`config.mk`:
```
export PLATFORM = sky130hd
export DESIGN_NAME = modrm_parser
export DESIGN_NICKNAME = d
export VERILOG_FILES = /design/src/rtl/mp_pkg.sv /design/src/rtl/mp_rst_sync.sv /design/src/rtl/mp_asize.sv /design/src/rtl/mp_layout.sv /design/src/rtl/modrm_parser.sv
export SDC_FILE = /design/constraint.sdc
export NUM_CORES = 1
export LEC_CHECK = 0
export ABC_CLOCK_PERIOD_IN_PS = 3690
export BUFFER_PORTS_ARGS = -buffer_cell sky130_fd_sc_hd__buf_2
export CAP_MARGIN = 30
export CORE_MARGIN = 4
export CORE_UTILIZATION = 49
export DETAILED_ROUTE_END_ITERATION = 12
export HOLD_SLACK_MARGIN = 0.15
export PLACE_DENSITY = 0.72
export SETUP_SLACK_MARGIN = 0.15
export SYNTH_ARGS = -nofsm -noshare
export SYNTH_HDL_FRONTEND = slang
export SYNTH_HIERARCHICAL = 1
export SYNTH_SLANG_ARGS = --single-unit
```
`constraint.sdc`:
```
create_clock -name clk -period 3.69 [get_ports clk]
set_clock_uncertainty 0.05 [all_clocks]
set_input_delay 0.738 -clock clk [delete_from_list [all_inputs] [get_ports clk]]
set_output_delay 0.738 -clock clk [all_outputs]
set_load 0.02 [all_outputs]
```
`src/rtl/mp_pkg.sv`:
```
package mp_pkg;
  typedef enum logic [1:0] {SZ16 = 2'd0, SZ32 = 2'd1, SZ64 = 2'd2} asz_e;
  typedef enum logic [2:0] {ST_LEAD, ST_MODRM, ST_SIB, ST_DISP, ST_IMM} st_e;

  localparam logic [7:0] OP_GRP1  = 8'h80;
  localparam logic [7:0] PFX_ASZ  = 8'h67;
  localparam logic [7:0] PFX_OSZ  = 8'h66;

  localparam int DISP_MAX = 4;
  localparam int DISP_W   = 8 * DISP_MAX;
  localparam int DIDX_W   = $clog2(DISP_MAX);
  localparam int DLEN_W   = $clog2(DISP_MAX + 1);
endpackage

```
`src/rtl/mp_rst_sync.sv`:
```
module mp_rst_sync #(
  parameter int STAGES = 2
) (
  input  logic clk,
  input  logic rst_n_i,
  output logic rst_n_o
);
  logic [STAGES-1:0] sh_q;
  logic [STAGES-1:0] sh_n;

  always_comb sh_n = {sh_q[STAGES-2:0], 1'b1};

  always_ff @(posedge clk or negedge rst_n_i) begin
    if (!rst_n_i) sh_q <= '0;
    else          sh_q <= sh_n;
  end

  assign rst_n_o = sh_q[STAGES-1];
endmodule

```
`src/rtl/mp_asize.sv`:
```
module mp_asize
  import mp_pkg::*;
(
  input  logic [1:0] mode_i,
  input  logic       flip_i,
  output asz_e       asize_o
);
  always_comb begin
    case (mode_i)
      2'd1:    asize_o = flip_i ? SZ16 : SZ32;
      2'd2:    asize_o = flip_i ? SZ32 : SZ64;
      default: asize_o = flip_i ? SZ32 : SZ16;
    endcase
  end
endmodule

```
`src/rtl/mp_layout.sv`:
```
module mp_layout
  import mp_pkg::*;
(
  input  asz_e              asize_i,
  input  logic [1:0]        mod_i,
  input  logic [2:0]        rm_i,
  input  logic [2:0]        sib_base_i,
  output logic              sib_follows_o,
  output logic [DLEN_W-1:0] dlen_modrm_o,
  output logic [DLEN_W-1:0] dlen_sib_o
);
  localparam logic [DLEN_W-1:0] L0 = DLEN_W'(0);
  localparam logic [DLEN_W-1:0] L1 = DLEN_W'(1);
  localparam logic [DLEN_W-1:0] L2 = DLEN_W'(2);
  localparam logic [DLEN_W-1:0] L4 = DLEN_W'(DISP_MAX);

  logic wide;
  assign wide = (asize_i != SZ16);

  always_comb begin
    sib_follows_o = 1'b0;
    dlen_modrm_o  = L0;
    if (!wide) begin
      case (mod_i)
        2'b01:   dlen_modrm_o = L1;
        2'b10:   dlen_modrm_o = L2;
        2'b00:   dlen_modrm_o = (rm_i == 3'b110) ? L2 : L0;
        default: dlen_modrm_o = L0;
      endcase
    end else begin
      sib_follows_o = (mod_i != 2'b11) && (rm_i == 3'b100);
      case (mod_i)
        2'b01:   dlen_modrm_o = L1;
        2'b10:   dlen_modrm_o = L4;
        2'b00:   dlen_modrm_o = (rm_i == 3'b101) ? L4 : L0;
        default: dlen_modrm_o = L0;
      endcase
    end
    dlen_sib_o = ((mod_i == 2'b00) && (sib_base_i == 3'b101)) ? L4 : dlen_modrm_o;
  end
endmodule

```
`src/rtl/modrm_parser.sv`:
```
module modrm_parser
  import mp_pkg::*;
#(
  parameter int MAX_PFX = 4,
  parameter int LEN_W   = 4
) (
  input  logic              clk,
  input  logic              rst_n,
  input  logic [1:0]        mode_i,
  input  logic              byte_valid_i,
  input  logic [7:0]        byte_data_i,
  output logic              byte_ready_o,
  output logic              done_o,
  output logic              unsup_o,
  output logic [1:0]        mod_o,
  output logic [2:0]        reg_o,
  output logic [2:0]        rm_o,
  output logic              has_sib_o,
  output logic [1:0]        scale_o,
  output logic [2:0]        index_o,
  output logic [2:0]        base_o,
  output logic [DISP_W-1:0] disp_o,
  output logic [7:0]        imm_o,
  output logic [1:0]        asize_o,
  output logic [LEN_W-1:0]  len_o
);
  localparam int PCNT_W = $clog2(MAX_PFX + 1);

  logic rst_ok, accept;
  st_e  st_q, st_n;
  logic flip_q, flip_n;
  logic [PCNT_W-1:0] pcnt_q, pcnt_n;
  logic [LEN_W-1:0]  cnt_q, cnt_n, len_q, len_n;
  asz_e asz_q, asz_n, asz_cur;
  logic [7:0] modrm_q, modrm_n, sib_q, sib_n, imm_q, imm_n;
  logic       has_sib_q, has_sib_n;
  logic [DISP_W-1:0] disp_q, disp_n;
  logic [DLEN_W-1:0] dleft_q, dleft_n;
  logic [DIDX_W-1:0] didx_q, didx_n;
  logic done_q, done_n, unsup_q, unsup_n;
  logic [7:0] modrm_sel;
  logic sib_follows;
  logic [DLEN_W-1:0] dlen_modrm, dlen_sib;

  mp_rst_sync #(.STAGES(2)) u_rst (.clk(clk), .rst_n_i(rst_n), .rst_n_o(rst_ok));

  assign byte_ready_o = rst_ok;
  assign accept       = byte_valid_i & byte_ready_o;

  mp_asize u_asz (.mode_i(mode_i), .flip_i(flip_q), .asize_o(asz_cur));

  assign modrm_sel = (st_q == ST_MODRM) ? byte_data_i : modrm_q;

  mp_layout u_lay (
    .asize_i      (asz_q),
    .mod_i        (modrm_sel[7:6]),
    .rm_i         (modrm_sel[2:0]),
    .sib_base_i   (byte_data_i[2:0]),
    .sib_follows_o(sib_follows),
    .dlen_modrm_o (dlen_modrm),
    .dlen_sib_o   (dlen_sib)
  );

  always_comb begin
    st_n      = st_q;
    flip_n    = flip_q;
    pcnt_n    = pcnt_q;
    cnt_n     = cnt_q + LEN_W'(1);
    len_n     = len_q;
    asz_n     = asz_q;
    modrm_n   = modrm_q;
    sib_n     = sib_q;
    has_sib_n = has_sib_q;
    disp_n    = disp_q;
    dleft_n   = dleft_q;
    didx_n    = didx_q;
    imm_n     = imm_q;
    done_n    = 1'b0;
    unsup_n   = 1'b0;
    case (st_q)
      ST_LEAD: begin
        if (byte_data_i == PFX_ASZ || byte_data_i == PFX_OSZ) begin
          if (pcnt_q == PCNT_W'(MAX_PFX)) begin
            unsup_n = 1'b1;
            flip_n  = 1'b0;
            pcnt_n  = '0;
            cnt_n   = '0;
          end else begin
            pcnt_n = pcnt_q + PCNT_W'(1);
            if (byte_data_i == PFX_ASZ) flip_n = 1'b1;
          end
        end else if (byte_data_i == OP_GRP1) begin
          st_n      = ST_MODRM;
          asz_n     = asz_cur;
          sib_n     = '0;
          has_sib_n = 1'b0;
          disp_n    = '0;
        end else begin
          unsup_n = 1'b1;
          flip_n  = 1'b0;
          pcnt_n  = '0;
          cnt_n   = '0;
        end
      end
      ST_MODRM: begin
        modrm_n = byte_data_i;
        didx_n  = '0;
        dleft_n = dlen_modrm;
        if (sib_follows) begin
          st_n      = ST_SIB;
          has_sib_n = 1'b1;
        end else if (dlen_modrm != '0) begin
          st_n = ST_DISP;
        end else begin
          st_n = ST_IMM;
        end
      end
      ST_SIB: begin
        sib_n   = byte_data_i;
        dleft_n = dlen_sib;
        st_n    = (dlen_sib != '0) ? ST_DISP : ST_IMM;
      end
      ST_DISP: begin
        disp_n[{didx_q, 3'b000} +: 8] = byte_data_i;
        didx_n  = didx_q + DIDX_W'(1);
        dleft_n = dleft_q - DLEN_W'(1);
        if (dleft_q == DLEN_W'(1)) st_n = ST_IMM;
      end
      ST_IMM: begin
        imm_n  = byte_data_i;
        len_n  = cnt_q + LEN_W'(1);
        done_n = 1'b1;
        st_n   = ST_LEAD;
        cnt_n  = '0;
        pcnt_n = '0;
        flip_n = 1'b0;
      end
      default: begin
        st_n   = ST_LEAD;
        cnt_n  = '0;
        pcnt_n = '0;
        flip_n = 1'b0;
      end
    endcase
  end

  always_ff @(posedge clk or negedge rst_ok) begin
    if (!rst_ok) begin
      st_q      <= ST_LEAD;
      flip_q    <= 1'b0;
      pcnt_q    <= '0;
      cnt_q     <= '0;
      len_q     <= '0;
      asz_q     <= SZ16;
      modrm_q   <= '0;
      sib_q     <= '0;
      has_sib_q <= 1'b0;
      disp_q    <= '0;
      dleft_q   <= '0;
      didx_q    <= '0;
      imm_q     <= '0;
      done_q    <= 1'b0;
      unsup_q   <= 1'b0;
    end else begin
      done_q  <= accept & done_n;
      unsup_q <= accept & unsup_n;
      if (accept) begin
        st_q      <= st_n;
        flip_q    <= flip_n;
        pcnt_q    <= pcnt_n;
        cnt_q     <= cnt_n;
        len_q     <= len_n;
        asz_q     <= asz_n;
        modrm_q   <= modrm_n;
        sib_q     <= sib_n;
        has_sib_q <= has_sib_n;
        disp_q    <= disp_n;
        dleft_q   <= dleft_n;
        didx_q    <= didx_n;
        imm_q     <= imm_n;
      end
    end
  end

  assign done_o    = done_q;
  assign unsup_o   = unsup_q;
  assign mod_o     = modrm_q[7:6];
  assign reg_o     = modrm_q[5:3];
  assign rm_o      = modrm_q[2:0];
  assign has_sib_o = has_sib_q;
  assign scale_o   = sib_q[7:6];
  assign index_o   = sib_q[5:3];
  assign base_o    = sib_q[2:0];
  assign disp_o    = disp_q;
  assign imm_o     = imm_q;
  assign asize_o   = asz_q;
  assign len_o     = len_q;
endmodule

```
==> reports/metrics.cfg <==
[final_layout]
final_util_pct=60.6
area_growth_pct=17.6
fin_nets=519
fill_cells=722
layout_common_cells=dfrtp_1 (82), buf_2 (78), nand2_1 (55)
diodes=0
drive_above_1_share_pct=28.7
layout_commonest_cell=dfrtp_1

[grt]
antenna_found_initial=0
grt_pass1_vias=3249
grt_pass1_wl_mm=16.6
grt_start_max_net_pins=50
globalRouteTotalUtil_pct=20.7
gr-total-overflow=0

[sta]
finalHoldViolCount=0
fin_tns_setup_ns=0
setup_violations=0
fin_crit_sh_pct=84.4
slew_headroom_pct=40.9
slew_violations=0
worst_hold_slack_ns=0.308
worstMarginPinSlew_ns=0.879
min_period_ns=3.11
fmax_ghz=0.321
setup_ws_ns=0.577
rsz0062_at_grt=no

[pwr]
peakVddDrop_v=0.000538
p_sw_share_pct=42.1
switching_power_mw=1.74
pwr-share-comb_pct=43.6
clkPwrFrac_pct=20.3
power_density_nw_per_um2=817
power.leakage_nw=2.37
seq_power_share_pct=36.1
p_int_mw=2.40
total_power_mw=4.15

[synth]
synth_top_area_cell=dfrtp_1
synthesis.nets=441
syn_area_sq_um=4320
synthDistinctLibCells=56
synthCells=416
synth_edf_count=0
ys_ff_latch=83
synth_top_area_share_pct=48.1
yosysWarnings=6
ys_async_sr_fraction_pct=100
ys_seq_area_share_pct=48.1
postSynthAreaPerCell_sq_um=10.4
synth-main-ff-cell=dfrtp_1
ys_top_cells_by_area=dfrtp_1 (48%), mux2i_1 (9.5%), mux2_2 (6.5%)

[cts]
cts_root_buf=clkbuf_8
cts_buffer_depth=2
numClockSinks=83
cts_hold_buf=2
postCtsSetupRepairBufs=0
cts_resized=0
htree_levels=3
clock_latency_ns=0.36
cts.clk_slew.worst_paths_ns=0.09
numCtsBuffers=9
cts_tree=done

[detailed_routing]
via_per_inst=5.44
drc=0
wl_mm=10.1
vias=3285
dr.pass1.iters=4
wl_per_cell_microns=16.6
drtAntennaViolNets=0
drtIter0Drc=183

[critical_path]
path_max_fanout=19
path_common_cell=nor4_1
arrival_ns=3.34
worst_path_max_delay_cell=dfrtp_1
required_ns=3.92
end_kind=flip-flop
critPathKind=reg -> reg
worstSetupStartpointType=flip-flop
cp_cell_sequence=nand2b_1 -> nor2_1 -> mux2_2 -> inv_1 -> a31oi_1 -> nor4_1 -> nor4_1 -> nor4b_1 -> a21oi_1 -> o22ai_1
path_buf_inv=1
cp_top_family=simple AND/OR/NAND/NOR gates
cpPeakStageDelay_ns=0.75

[placement]
io_buffers=78
place_congestion=0.852
place_hpwl_mm=7.06
place_ws_ns=0.670

[job]
drv_cap=0

[floorplanning]
rows=33
die_w_microns=102
coreArea_sq_um=8380
start_util_pct=51.5
fp.dieH_microns=102
die_area_sq_um=10400
top_level_ports=79

[min_path]
hold_path.class=reg -> reg

[outcome]
status=finished clean

-- path summary, 6_finish.rpt --
kind,end,cells after the start,from,slack (ns)
min,u_rst/sh_q[1]$_DFF_PN0_,0,u_rst/sh_q[0]$_DFF_PN0_,0.31
max reg2reg,st_q[1]$_DFFE_PN0P_,10,st_q[0]$_DFFE_PN0P_,0.58
min reg2reg,u_rst/sh_q[1]$_DFF_PN0_,0,u_rst/sh_q[0]$_DFF_PN0_,0.31
min in group asynchronous,has_sib_o$_DFFE_PN0P_,1,u_rst/sh_q[1]$_DFF_PN0_,0.36
max in group asynchronous,imm_o[6]$_DFFE_PN0P_,2,u_rst/sh_q[1]$_DFF_PN0_,2.27
max,st_q[1]$_DFFE_PN0P_,10,st_q[0]$_DFFE_PN0P_,0.58
-- power by group through the flow --
stage / clock network (mW) / registers, mW / logic [mW]
CTS: 0.857 / 1.50 / 1.82
global placement: 0 / 1.50 / 1.77
detailed placement: 0 / 1.52 / 1.81
floorplan: 0 / 1.80 / 0.992
global route: 0.899 / 1.55 / 1.98
finish: 0.843 / 1.50 / 1.81
-- cell type report --
cell class                      count  area, sq um  area share (%)
Inverter                           52          195            3.84
Clock inverter                      6          119            2.34
Clock buffer                       10          138            2.71
Timing Repair Buffer               88          470            9.27
Multi-Input combinational cell    260         1940            38.3
Sequential cell                    83         2080            41.0
Tap cell                          105          131            2.59
-- through the flow --
stage | instances | area, sq um
after global placement | 586 | 4800
after global routing | 604 | 5080
after detailed placement | 586 | 4800
final | 604 | 5080
after floorplan | 416 | 4320
after CTS | 604 | 5080
-- flip-flops by register name (all words and copies together), names as in the netlist, 3 cells and up --
register / flops
cnt_q: 4
disp_o: 32
sib_q: 8
modrm_q: 8
imm_o: 8
len_o: 4
dleft_q: 3
pcnt_q: 3
st_q: 3
-- cell families (layout without fill, tap and decap cells) --
| logic type | count (synthesis) | after routing | synth area share [%] |
|---|---|---|---|
| AO/OA/AOI/OAI | 49 | 49 | 7.13 |
| XOR/XNOR | 2 | 2 | 0.406 |
| adder cells (fa/ha/maj) | 12 | 12 | 3.48 |
| buffers and inverters | 73 | 156 | 6.90 |
| flip-flops | 83 | 83 | 48.1 |
| multiplexers | 67 | 67 | 16.4 |
| other | 1 | 1 | 0.0868 |
| AND/OR/NAND/NOR | 129 | 129 | 17.5 |
-- per-layer routing --
metal / track usage [%] / part of all wire, %
met4: 7.06 / 1.5
met1: 28.4 / 44
met5: 0 / 0
met3: 3.14 / 5.2
met2: 33.8 / 49
-- synth_stat cells, types with 2 or more instances --
master,number
ha_1,12
buf_1,2
buf_2,6
a211oi_1,4
nand3_1,5
nor3_1,10
nor2b_1,2
nor4b_1,3
buf_6,2
mux2_2,25
nand4b_1,3
mux2i_1,41
clkbuf_1,10
a21oi_1,11
nor4_4,6
and2b_2,2
and4_1,2
a31oi_1,2
nand3b_1,2
inv_1,52
o21ai_0,16
nor4_1,5
dfrtp_1,83
nand2_1,55
and2_1,3
nor2_1,17
nand2b_1,6
Power figures use the tool's default switching activity.
